<file path="src/rtl/mlane_dds_pkg.sv">
package mlane_dds_pkg;

  localparam real PI_C = 3.141592653589793;

  // Quarter-wave magnitude for entry idx of a depth-entry table,
  // sampled at the middle of each index step for exact mirror symmetry.
  function automatic int qwave_entry(input int idx, input int depth, input int amp_w);
    real ang;
    real peak;
    ang  = PI_C * (real'(idx) + 0.5) / (2.0 * real'(depth));
    peak = (2.0 ** (amp_w - 1)) - 1.0;
    return $rtoi(peak * $sin(ang) + 0.5);
  endfunction

endpackage

</file>
<file path="src/rtl/mlane_sync_gate.sv">
module mlane_sync_gate #(
  parameter int CLK_RATIO = 4
) (
  input  logic clk,
  input  logic rst_n,
  input  logic sync_in,
  output logic hold_o,
  output logic load_o
);
  localparam int CW = $clog2(CLK_RATIO + 1);
  localparam logic [CW-1:0] CNT_MIN = CW'(CLK_RATIO);

  logic          hold_q;
  logic [CW-1:0] cnt_q;

  assign hold_o = hold_q;
  assign load_o = hold_q & ~sync_in & (cnt_q >= CNT_MIN);

  always_ff @(posedge clk or negedge rst_n) begin
    if (!rst_n) begin
      hold_q <= 1'b1;
      cnt_q  <= '0;
    end else if (hold_q) begin
      if (cnt_q != CNT_MIN) cnt_q <= cnt_q + 1'b1;
      if (load_o) hold_q <= 1'b0;
    end else if (sync_in) begin
      hold_q <= 1'b1;
      cnt_q  <= CW'(1);
    end
  end

  // a sampled sync request always leaves the block holding
  p_sync_enters_hold_r3: assert property (@(posedge clk) disable iff (!rst_n)
    sync_in |=> hold_q);

  // release never happens while sync was requested
  p_release_needs_low_sync_r9: assert property (@(posedge clk) disable iff (!rst_n)
    $fell(hold_q) |-> !$past(sync_in));

endmodule

</file>
<file path="src/rtl/mlane_phase_acc.sv">
module mlane_phase_acc #(
  parameter int PHASE_W   = 16,
  parameter int CLK_RATIO = 4,
  parameter int LANE      = 0
) (
  input  logic               clk,
  input  logic               rst_n,
  input  logic               load,
  input  logic               advance,
  input  logic [PHASE_W-1:0] freq_word,
  input  logic [PHASE_W-1:0] init_phase,
  output logic [PHASE_W-1:0] phase
);
  localparam logic [PHASE_W-1:0] LANE_MUL = PHASE_W'(LANE);
  localparam logic [PHASE_W-1:0] STEP_MUL = PHASE_W'(CLK_RATIO);

  logic [PHASE_W-1:0] phase_q;
  assign phase = phase_q;

  always_ff @(posedge clk or negedge rst_n) begin
    if (!rst_n)       phase_q <= '0;
    else if (load)    phase_q <= init_phase + LANE_MUL * freq_word;
    else if (advance) phase_q <= phase_q + STEP_MUL * freq_word;
  end

  // with neither load nor advance the phase is frozen
  p_frozen_when_idle_r6: assert property (@(posedge clk) disable iff (!rst_n)
    (!load && !advance) |=> $stable(phase_q));

endmodule

</file>
<file path="src/rtl/mlane_sine_lane.sv">
module mlane_sine_lane #(
  parameter int PHASE_W = 16,
  parameter int LUT_AW  = 6,
  parameter int AMP_W   = 12
) (
  input  logic                    clk,
  input  logic                    rst_n,
  input  logic [PHASE_W-1:0]      phase,
  input  logic                    live,
  output logic signed [AMP_W-1:0] sample
);
  localparam int DEPTH = 1 << LUT_AW;
  localparam int MAG_W = AMP_W - 1;
  localparam int IDX_HI = PHASE_W - 3;

  logic [MAG_W-1:0] qtab [DEPTH];

  for (genvar g = 0; g < DEPTH; g++) begin : g_tab
    assign qtab[g] = MAG_W'(mlane_dds_pkg::qwave_entry(g, DEPTH, AMP_W));
  end

  logic [1:0]        quad;
  logic [LUT_AW-1:0] idx;
  logic [LUT_AW-1:0] addr;
  logic              unused_low;

  assign quad       = phase[PHASE_W-1 -: 2];
  assign idx        = phase[IDX_HI -: LUT_AW];
  assign addr       = quad[0] ? ~idx : idx;
  assign unused_low = ^phase[IDX_HI-LUT_AW:0];

  // stage 1: table read
  logic [MAG_W-1:0] mag_q;
  logic             neg_q;
  logic             live_q;

  always_ff @(posedge clk or negedge rst_n) begin
    if (!rst_n) begin
      mag_q  <= '0;
      neg_q  <= 1'b0;
      live_q <= 1'b0;
    end else begin
      mag_q  <= qtab[addr];
      neg_q  <= quad[1];
      live_q <= live;
    end
  end

  // stage 2: sign and zero gate
  logic signed [AMP_W-1:0] sample_q;
  logic signed [AMP_W-1:0] signed_mag;

  assign signed_mag = neg_q ? -$signed({1'b0, mag_q}) : $signed({1'b0, mag_q});

  always_ff @(posedge clk or negedge rst_n) begin
    if (!rst_n)      sample_q <= '0;
    else if (live_q) sample_q <= signed_mag;
    else             sample_q <= '0;
  end

  assign sample = sample_q;

  // magnitude never reaches the most negative code
  p_amp_bound_r8: assert property (@(posedge clk) disable iff (!rst_n)
    sample_q != {1'b1, {(AMP_W-1){1'b0}}});

  // a non-live phase produces a zero sample two edges later
  p_zero_gate_r3: assert property (@(posedge clk) disable iff (!rst_n)
    !live |-> ##2 (sample_q == '0));

endmodule

</file>
<file path="src/rtl/mlane_dds.sv">
module mlane_dds #(
  parameter int CLK_RATIO = 4,
  parameter int PHASE_W   = 16,
  parameter int LUT_AW    = 6,
  parameter int AMP_W     = 12
) (
  input  logic                         clk,
  input  logic                         rst_n,
  input  logic                         enable,
  input  logic                         sync_in,
  input  logic [PHASE_W-1:0]           freq_word,
  input  logic [PHASE_W-1:0]           init_phase,
  output logic                         out_valid,
  output logic [CLK_RATIO*AMP_W-1:0]   out_samples
);
  localparam int BUS_W = CLK_RATIO * AMP_W;

  logic hold;
  logic load;
  logic advance;
  logic [PHASE_W-1:0] acc [CLK_RATIO];
  logic signed [AMP_W-1:0] lane_sample [CLK_RATIO];

  mlane_sync_gate #(.CLK_RATIO(CLK_RATIO)) u_sync (
    .clk     (clk),
    .rst_n   (rst_n),
    .sync_in (sync_in),
    .hold_o  (hold),
    .load_o  (load)
  );

  assign advance = ~hold & enable;

  for (genvar k = 0; k < CLK_RATIO; k++) begin : g_lane
    mlane_phase_acc #(
      .PHASE_W   (PHASE_W),
      .CLK_RATIO (CLK_RATIO),
      .LANE      (k)
    ) u_acc (
      .clk        (clk),
      .rst_n      (rst_n),
      .load       (load),
      .advance    (advance),
      .freq_word  (freq_word),
      .init_phase (init_phase),
      .phase      (acc[k])
    );

    mlane_sine_lane #(
      .PHASE_W (PHASE_W),
      .LUT_AW  (LUT_AW),
      .AMP_W   (AMP_W)
    ) u_amp (
      .clk    (clk),
      .rst_n  (rst_n),
      .phase  (acc[k]),
      .live   (advance),
      .sample (lane_sample[k])
    );

    assign out_samples[k*AMP_W +: AMP_W] = lane_sample[k];

    // after a load, lane spacing equals k frequency words
    p_lane_spacing_r2: assert property (@(posedge clk) disable iff (!rst_n)
      load |=> (acc[k] - acc[0]) == (PHASE_W'(k) * $past(freq_word)));

    // outside a load all lanes move by the same step
    p_spacing_kept_r4: assert property (@(posedge clk) disable iff (!rst_n)
      !load |=> (acc[k] - acc[0]) == $past(acc[k] - acc[0]));
  end

  // validity pipeline matched to the two amplitude stages
  logic [1:0] live_pipe;
  always_ff @(posedge clk or negedge rst_n) begin
    if (!rst_n) live_pipe <= '0;
    else        live_pipe <= {live_pipe[0], advance};
  end
  assign out_valid = live_pipe[1];

  // holding clears validity two edges later
  p_hold_gates_valid_r3: assert property (@(posedge clk) disable iff (!rst_n)
    hold |-> ##2 !out_valid);

  // a paused edge clears validity two edges later
  p_pause_gates_valid_r6: assert property (@(posedge clk) disable iff (!rst_n)
    !enable |-> ##2 !out_valid);

  // invalid output words are all zero
  p_invalid_is_zero_r3: assert property (@(posedge clk) disable iff (!rst_n)
    !out_valid |-> (out_samples == BUS_W'(0)));

endmodule

</file>
<file path="config.mk">
export PLATFORM = sky130hd
export DESIGN_NAME = mlane_dds
export DESIGN_NICKNAME = d
export VERILOG_FILES = /design/src/rtl/mlane_dds_pkg.sv /design/src/rtl/mlane_sync_gate.sv /design/src/rtl/mlane_phase_acc.sv /design/src/rtl/mlane_sine_lane.sv /design/src/rtl/mlane_dds.sv
export SDC_FILE = /design/constraint.sdc
export NUM_CORES = 1
export LEC_CHECK = 0
export ABC_AREA = 1
export BUFFER_PORTS_ARGS = -buffer_cell sky130_fd_sc_hd__clkbuf_2
export CORE_MARGIN = 2
export CORE_UTILIZATION = 50
export DETAILED_ROUTE_END_ITERATION = 10
export HOLD_SLACK_MARGIN = 0.08
export PLACE_DENSITY_LB_ADDON = 0.25
export SYNTH_ARGS = -nofsm -noshare
export SYNTH_HDL_FRONTEND = slang
export SYNTH_HIERARCHICAL = 1
export SYNTH_SLANG_ARGS = --single-unit
</file>
<file path="constraint.sdc">
create_clock -name clk -period 2.01 [get_ports clk]
set_clock_uncertainty 0.15 [all_clocks]
set_input_delay 0.402 -clock clk [delete_from_list [all_inputs] [get_ports clk]]
set_output_delay 0.402 -clock clk [all_outputs]
set_load 0.01 [all_outputs]
</file>
After elaboration in Yosys (flattened, before gate mapping)
Memory sizes are Yosys's and may differ from the RTL's. A register that Yosys moved wholly into a read port is not among the register bits. Index checks and enable logic that the tools add are counted.

Input port bits: 36. Output and inout port bits: 49. ROM bits: 2816. Memories: 4. Register bits: 123. Word-level logic and storage cells: 82.

Memories: (no name shown) (depth 64, bits a word 11, rd ports 1, clocked after memory_dff 1, write ports 0, RTL line mlane_sine_lane.sv:43) `mag_q <= qtab[addr];`; (no name shown) (depth 64, bits a word 11, rd ports 1, clocked after memory_dff 1, write ports 0, RTL line mlane_sine_lane.sv:43); (no name shown) (depth 64, bits a word 11, rd ports 1, clocked after memory_dff 1, write ports 0, RTL line mlane_sine_lane.sv:43); (no name shown) (depth 64, bits a word 11, rd ports 1, clocked after memory_dff 1, write ports 0, RTL line mlane_sine_lane.sv:43).

Mux-type cells: 26. $mul: 1. Order comparisons: 1. Eq/ne operators: 2. $add $sub $neg: 12. Reduce and logical (&&, ||, !) cells: 7. Bitwise operators: 13.

Operators by type and width (count): 2-to-1 mux 16 bit (8); adder 16 bit (7); 2-to-1 mux 12 bit (8); negation 11 -> 12 bit (4); inverter 6 -> 7 bit (4); 2-to-1 mux 6 bit (4); inverter 6 bit (4); multiplier 2 x 16 -> 16 bit, first input constant (1); 2-to-1 mux 3 bit (3); logical NOT 1 bit (4); nonzero test 2 bit (2); adder 3 x 1 -> 3 bit, second input constant (1); bitwise AND 1 bit (3); greater-or-equal comparator 3 bit, second input constant (1); 2-to-1 mux 1 bit (3); != test 3 bit, second input constant (1); != test 2 bit, second input constant (1); inverter 1 bit (2); AND reduction 2 bit (1).

Logic depth before layout (Yosys ltp)
Gate-level depths: netlist (run 1).

Depth after elaboration: 5. Gate-level depth with buffers: 14. Depth with buffers taken out: 14.

Modules after synthesis
Netlist (run 1), hierarchy kept.

Modules (own cells, without submodules): mlane_sine_lane at g_lane[1].u_amp ... (times used 2, area an instance 2064.5 um^2, cells an instance 329, sequential area each 625.6 um^2); mlane_phase_acc at g_lane[3].u_acc (times used 1, area an instance 2563.7 um^2, cells an instance 394, sequential area each 400.4 um^2); mlane_phase_acc at g_lane[2].u_acc (times used 1, area an instance 2364.8 um^2, cells an instance 412, sequential area each 400.4 um^2); mlane_phase_acc at g_lane[1].u_acc (times used 1, area an instance 2293.4 um^2, cells an instance 389, sequential area each 400.4 um^2); mlane_sine_lane at g_lane[0].u_amp (times used 1, area an instance 2118.3 um^2, cells an instance 328, sequential area each 625.6 um^2); mlane_sine_lane at g_lane[3].u_amp (times used 1, area an instance 2072.0 um^2, cells an instance 329, sequential area each 625.6 um^2); mlane_phase_acc at g_lane[0].u_acc (times used 1, area an instance 1478.9 um^2, cells an instance 215, sequential area each 400.4 um^2); mlane_sync_gate (times used 1, area an instance 222.7 um^2, cells an instance 30, sequential area each 101.3 um^2); mlane_dds (times used 1, area an instance 60.1 um^2, cells an instance 4, sequential area each 50.0 um^2).

Worst setup path after synthesis (run 1)
OpenSTA, ideal clock, no wires.

Kind: input to register. Start point: input freq_word[0]. End point: register g_lane[3].u_acc.phase_q[15]. Stages on the path: 14. Library setup time: 0.119 ns. Required time: 1.741 ns. Data arrival time: 2.177 ns. Setup slack: -0.436 ns. Buffers on the path: 0. Path through: fa_1 -> ha_1 -> inv_1 -> fa_1 -> inv_1 -> nand3_1 -> nand3_2 -> nand2_1 -> nand2_1 -> nand2_1 -> nand2_1 -> nand2_1 -> a21oi_1 -> nor2_1.

Cells in the longest elaborated chain, start to end: 3. Elaborated cells on any way between the ends: 5. Those cells by class: add/sub (2); mul (1); mux (2).

RTL lines: start: declaration (RTL line mlane_dds.sv:11) `input logic [PHASE_W-1:0] freq_word,`; multiplier 2 x 16 -> 16 bit or adder 16 bit (tied branches) (RTL line mlane_phase_acc.sv:22, mlane_phase_acc.sv:23); adder 16 bit or 2-to-1 mux 16 bit (tied branches) (RTL line mlane_phase_acc.sv:22, mlane_phase_acc.sv:23); 2-to-1 mux 16 bit (*) (RTL line mlane_phase_acc.sv:22) `else if (load) phase_q <= init_phase + LANE_MUL * freq_word;`; end signal: assignment (RTL line mlane_phase_acc.sv:22); end signal: assignment (RTL line mlane_phase_acc.sv:23) `else if (advance) phase_q <= phase_q + STEP_MUL * freq_word;`; end: declaration (RTL line mlane_phase_acc.sv:17) `logic [PHASE_W-1:0] phase_q;`.

Every way passes the cells marked *; elsewhere a longest branch is shown, timed or not. The select of a mux whose other input is x is not followed. A chain may end at the register's enable or synchronous reset.

Final worst setup path (run 1)
Start point: input freq_word[0]. End point: register g_lane[3].u_acc.phase_q[7].

Same word-level chain as after synthesis.

==> out/metrics.csv, run 1 <==
metric;value;unit
outcome;finished, violations left;
failing checks;negative setup slack;
CTS root buf;clkbuf_16;
yosys warns;6;
Worst path slowest cell;fa_1;
CTS max path bufs;2;
clk sinks;162;
worst-path fanout max;4;
Clk network pwr share;8.9;%
CTS Buf Count;17;
Fill cells;3157;
PD cells;1840;nW/um2
Worst R2R Setup Slack;30;ps
final worst setup slack;-130;ps
utilization after layout;65.0;%
TNS Setup;-487;ps
RR Startpoint;g_lane[3].u_acc/phase[14]$_DFFE_PN0N_;
final setup vio count;6;
Routed WL per cell;15.5;um
WP data arrival;2360;ps
hold_sp;sync_in;
Net Sw Power;21300;uW
Std-Cell Rows;67;
fraction of layout instances using a drive strength above 1;24.0;%
Net Count, Synth;2931;
FMAX;467;MHz
Max IR drop VDD;0.000905;V
GRT Residual Overflow;0;
worst hold path cell count;3;
DRC errors left;0;
Post-Place Cells;3490;
CTS tree;built;
Finished Layout Cells;3557;
Critical Setup Path Class;input port to flop;
Area growth syn-to-layout;28.1;%
initial antenna violation count;2;
via/cell ratio;5.36;
RSZ-0062 raised after global routing;true;
Slew @ Worst Pin;516;ps
full die area;35500;um2
WL final;55.0;mm
cell area after layout;21800;um2
CP Launch Type;input port;
Chip Width;188;um
syn_area_per_cell;6.23;um2
Total Power;40000;uW
critical-path cell list;buf_6 > fa_1 > ha_2 > inv_2 > fa_2 > inv_2 > nand3_4 > nand3_4 > nand2_2 > buf_4 > nand3b_1 > nand3_2 > a31oi_1;
GRT Resource Usage Total;30.1;%
clk slew on worst S/H paths;70;ps
via count;19100;
Port Buf Inserts;84;
P_leak;0.0119;uW
FF+latch area;4070;um2
critical path's largest stage delay;530;ps
post-synthesis cell area;17000;um2
Cells after Synth;2732;
core area;33500;um2
Hold Crit Class;input port to flop;
vias in the first global route;17800;
Worst Setup End Kind;flop;
final hold viol count;0;
# nets final;3293;
IO Pins;85;
Switching Share;53.1;%
Initial DRC Count;1488;
combinational share of power;76.0;%
HPWL Detailed;42.7;mm
Starting Density;50.7;%
drt pass-1 iters;5;
max-slew violations;0;
internal power;18800;uW
Final Cycle Share;106;%
first-pass GRT wire length;86.5;mm
largest net degree at the start of global routing;48;
min Tclk post-route;2140;ps
DP Area;20000;um2
GPL Wtd Cong;0.945;
area of the multi-input gates;12200;um2
Critical Path Start;freq_word[0];
clock latency on the worst-skew pair;440;ps
Worst Path Required;2230;ps
die height;188;um
R2R cell count;11;
sequential power share;15.1;%
post-route ant nets;0;
H-tree depth;4;
relative slew slack;65.6;%
Max Cap Viol;0;
==> critical path: cells and delay by family <==
kind / cells / cell delay (ps)
AND/OR/NAND/NOR: 5 / 420
adder cells (fa/ha/maj): 3 / 1040
AO/OA/AOI/OAI: 1 / 140
buffers and inverters: 4 / 360
==> final cells by class <==
class                      count  share of cell area (%)
clock inverter                12                   0.832
inverter                     363                    6.29
clock buffer                  20                    2.09
timing repair buffer         392                    13.4
tap                          448                    2.57
sequential                   162                    18.7
antenna                        2                  0.0230
multi-input combinational   2158                    56.1
==> through the flow <==
| step | setup slack, ps | hold slack, ps |
|---|---|---|
| after floorplan | -390 | -43.6 |
| after global placement | -608 | 182 |
| after detailed placement | -653 | 186 |
| after CTS | -99.6 | 126 |
| after global routing | -179 | 181 |
| final | -130 | 150 |
==> path summary, 6_finish.rpt <==
path,to
worst max-delay path,g_lane[3].u_acc/phase[7]$_DFFE_PN0N_
worst min-delay path,u_sync/hold_o$_DFF_PN1_
worst max register to register,g_lane[3].u_acc/phase[15]$_DFFE_PN0N_
worst min register to register,live_pipe[1]$_DFF_PN0_
max in group asynchronous,g_lane[0].u_amp/mag_q[9]$_DFF_PN0_
min in group asynchronous,g_lane[1].u_amp/sample[11]$_DFF_PN0_
==> cell usage in the layout (no fill, tap or decap), types with 14 or more instances in the layout <==
cell,n
fa_1,16
o21ai_0,82
nand2_2,89
buf_4,290
ha_1,105
buf_6,14
a21oi_2,16
o211ai_1,26
nor2_4,15
inv_1,328
nor2_2,31
nand3_1,249
inv_2,32
a31oi_1,17
clkbuf_2,77
nand2_4,26
a21oi_1,120
nand4_1,25
o21ai_1,15
nand3_2,23
nand2_1,970
nor2_1,180
dfrtp_1,149
clkbuf_16,18
ha_4,26
==> metal layers <==
| metal | vias up | part of all wire [%] | global-route usage (%) |
|---|---|---|---|
| met2 | 650 | 48 | 51.6 |
| met1 | 8837 | 43 | 38.4 |
| met5 | - | 0.025 | 0 |
| li1 | 9457 | - | - |
| met3 | 122 | 6.3 | 4.62 |
| met4 | 2 | 3.3 | 10.9 |
==> sequential cells by signal, summed over array words and instances, names as in the netlist <==
name and count:
live_pipe 2, u_sync/cnt_q 3, g_lane.u_amp/mag_q 44, g_lane.u_amp/neg_q 4
g_lane.u_amp/sample 48, g_lane.u_amp/live_q 4, u_sync/hold_o 1, g_lane.u_acc/phase 56
==> repair_timing <==
| item | 4_1_cts | 5_1_grt |
|---|---|---|
| setup buffers | 6 | 24 |
| hold buffers | 1 | 0 |
| setup endpoints to repair | 20 | 77 |
| cloned | 0 | 3 |
| pin swaps | 6 | 60 |
| endpoints found under the hold margin | 40 | 0 |
| gates resized for setup | 27 | 223 |
==> power by group through the flow <==
stage               sequential (uW)  clock (uW)  combinational (uW)
floorplan                      5770           0               18900
global placement               6010           0               27100
detailed placement             6060           0               27400
CTS                            6010        3630               27700
global route                   6240        3750               33900
finish                         6050        3540               30400
(Power assumes the default switching activity.)
==> run 2, diff against run 1 <==
Settings changed: SKIP_LAST_GASP from default to 1.
==> out/metrics.csv, run 2 (synthesis gave the netlist of run 1 again) <==
metric;value;unit;change
core area;33500;um2;unchanged
Area growth syn-to-layout;28.1;%;about the same
Critical Setup Path Class;input port to flop;;
Worst Path Required;2230;ps;about the same
largest net degree at the start of global routing;48;;unchanged
Critical Path Start;freq_word[0];;
final worst setup slack;-147;ps;-17.3 ps
Slew @ Worst Pin;520;ps;+3.49 ps
clock latency on the worst-skew pair;440;ps;about the same
Post-Place Cells;3490;;unchanged
failing checks;negative setup slack;;
CTS max path bufs;2;;unchanged
Routed WL per cell;15.5;um;+0.30%
via count;19100;;-0.021%
first-pass GRT wire length;86.5;mm;about the same
vias in the first global route;17800;;+0.034%
via/cell ratio;5.36;;about the same
CTS tree;built;;
DP Area;20000;um2;unchanged
Std-Cell Rows;67;;unchanged
full die area;35500;um2;unchanged
Worst path slowest cell;fa_1;;
clk sinks;162;;unchanged
Finished Layout Cells;3554;;-0.084%
most common cell after layout, fill and taps aside;nand2_1;;
WL final;55.1;mm;+0.21%
final setup vio count;8;;+2
final hold viol count;0;;unchanged
Starting Density;50.7;%;unchanged
Max Cap Viol;0;;unchanged
worst path bufs/invs;4;;unchanged
CP Launch Type;input port;;
Hold Crit Class;input port to flop;;
IO Pins;85;;unchanged
HPWL Detailed;42.7;mm;unchanged
max-slew violations;0;;unchanged
worst-path fanout max;4;;unchanged
worst slack, placed;-653;ps;unchanged
H-tree depth;4;;unchanged
DRC errors left;0;;unchanged
hold_sp;sync_in;;
crit-path leading delay family;adder cells;;
TNS Setup;-594;ps;-107 ps
min Tclk post-route;2160;ps;+17.3 ps
Max IR drop VDD;0.000902;V;-0.34%
fraction of layout instances using a drive strength above 1;24.1;%;+0.048 points
P_leak;0.0119;uW;about the same
max reg flops;56;;unchanged
commonest cells after routing, fill and taps aside;nand2_1, inv_1, buf_4, nand3_1, nor2_1;;
critical-path cell list;buf_6 > fa_1 > ha_2 > inv_2 > fa_2 > inv_2 > nand3_4 > nand3_4 > nand2_2 > buf_4 > nand3b_1 > nand3_2 > a31oi_1;;
clk slew on worst S/H paths;70;ps;about the same
Final Cycle Share;107;%;+0.86 points
GRT Residual Overflow;0;;unchanged
post-route ant nets;0;;unchanged
cell area after layout;21800;um2;about the same
Worst Setup End Kind;flop;;
initial antenna violation count;1;;-1
RSZ-0062 raised after global routing;true;;
Total Power;39800;uW;-0.43%
Port Buf Inserts;84;;unchanged
outcome;finished, violations left;;
Initial DRC Count;1432;;-3.8%
RR Startpoint;g_lane[1].u_acc/phase[2]$_DFFE_PN0N_;;
GRT Resource Usage Total;30.1;%;about the same
relative slew slack;65.3;%;-0.23 points
drt pass-1 iters;6;;+1
CTS root buf;clkbuf_16;;
GPL Wtd Cong;0.945;;unchanged
CTS Buf Count;17;;unchanged
die height;188;um;unchanged
# nets final;3291;;-0.061%
WP data arrival;2380;ps;+20 ps
PD cells;1830;nW/um2;-0.39%
FMAX;464;MHz;-0.80%
Chip Width;188;um;unchanged
critical path's largest stage delay;530;ps;about the same
## run 2: changes by cell type in the layout (fill, tap and decap cells not counted), moves of 3 or more
cell,delta
nand2_1,-5
nand2_4,-3
o21ai_0,+3
nand3_2,+3
nor2_4,-3
nand2_2,+7
nand3_1,-3
## run 2: routing by layer
metal	vias to the layer above	GRT usage, %	wire length, um
li1	9445	-	-
met3	118	4.45	3310
met1	8867	38.5	23500
met2	632	51.6	26600
met5	-	0	13
met4	2	10.8	1660
## run 2: repair_timing
item,in CTS,in global routing
gates cloned,0,2
pin swaps,6,68
endpoints found under the hold margin,40,0
hold buffers,1,0
buffers inserted,6,23
gates resized for setup,23,229
endpoints found under the setup margin,20,77
## run 2: stage by stage
step                      hold WS (ps)  utilization, %
final                              149            65.0
after CTS                          126            61.9
after global routing               183            65.0
after detailed placement           186            59.6
after floorplan                  -43.6               -
after global placement             182            59.6
## run 2: path summary, 6_finish.rpt
check,to,depth (start not counted),slack (ps)
max in group asynchronous,g_lane[0].u_amp/mag_q[9]$_DFF_PN0_,3,750
min in group asynchronous,g_lane[1].u_amp/sample[11]$_DFF_PN0_,2,330
setup / recovery,g_lane[3].u_acc/phase[7]$_DFFE_PN0N_,13,-150
hold reg to reg,live_pipe[1]$_DFF_PN0_,0,200
hold / removal,u_sync/hold_o$_DFF_PN1_,3,150
setup reg to reg,g_lane[1].u_acc/phase[4]$_DFFE_PN0N_,6,-20
## run 2: where the power goes
| group | leakage [uW] | switching, uW | internal (uW) |
|---|---|---|---|
| Combinational | 0.00957 | 18400 | 11800 |
| Clock | 0.000314 | 1480 | 2070 |
| Sequential | 0.00199 | 1230 | 4820 |
## run 2: final cells by class
cell class                      count  area, um2
Antenna cell                        1       2.50
Clock buffer                       20        457
Clock inverter                     12        181
Fill cell                        3145      11700
Inverter                          363       1370
Multi-Input combinational cell   2157      12200
Sequential cell                   162       4070
Tap cell                          448        561
Timing Repair Buffer              391       2940
## run 2: worst reg2reg max path, delay by kind of cell (launching register included)
family                   cells  cell delay, ps
adder cells (fa/ha/maj)      2             570
flip-flops                   1             390
AO/OA/AOI/OAI                2             360
AND/OR/NAND/NOR              1             280
buffers and inverters        1             150
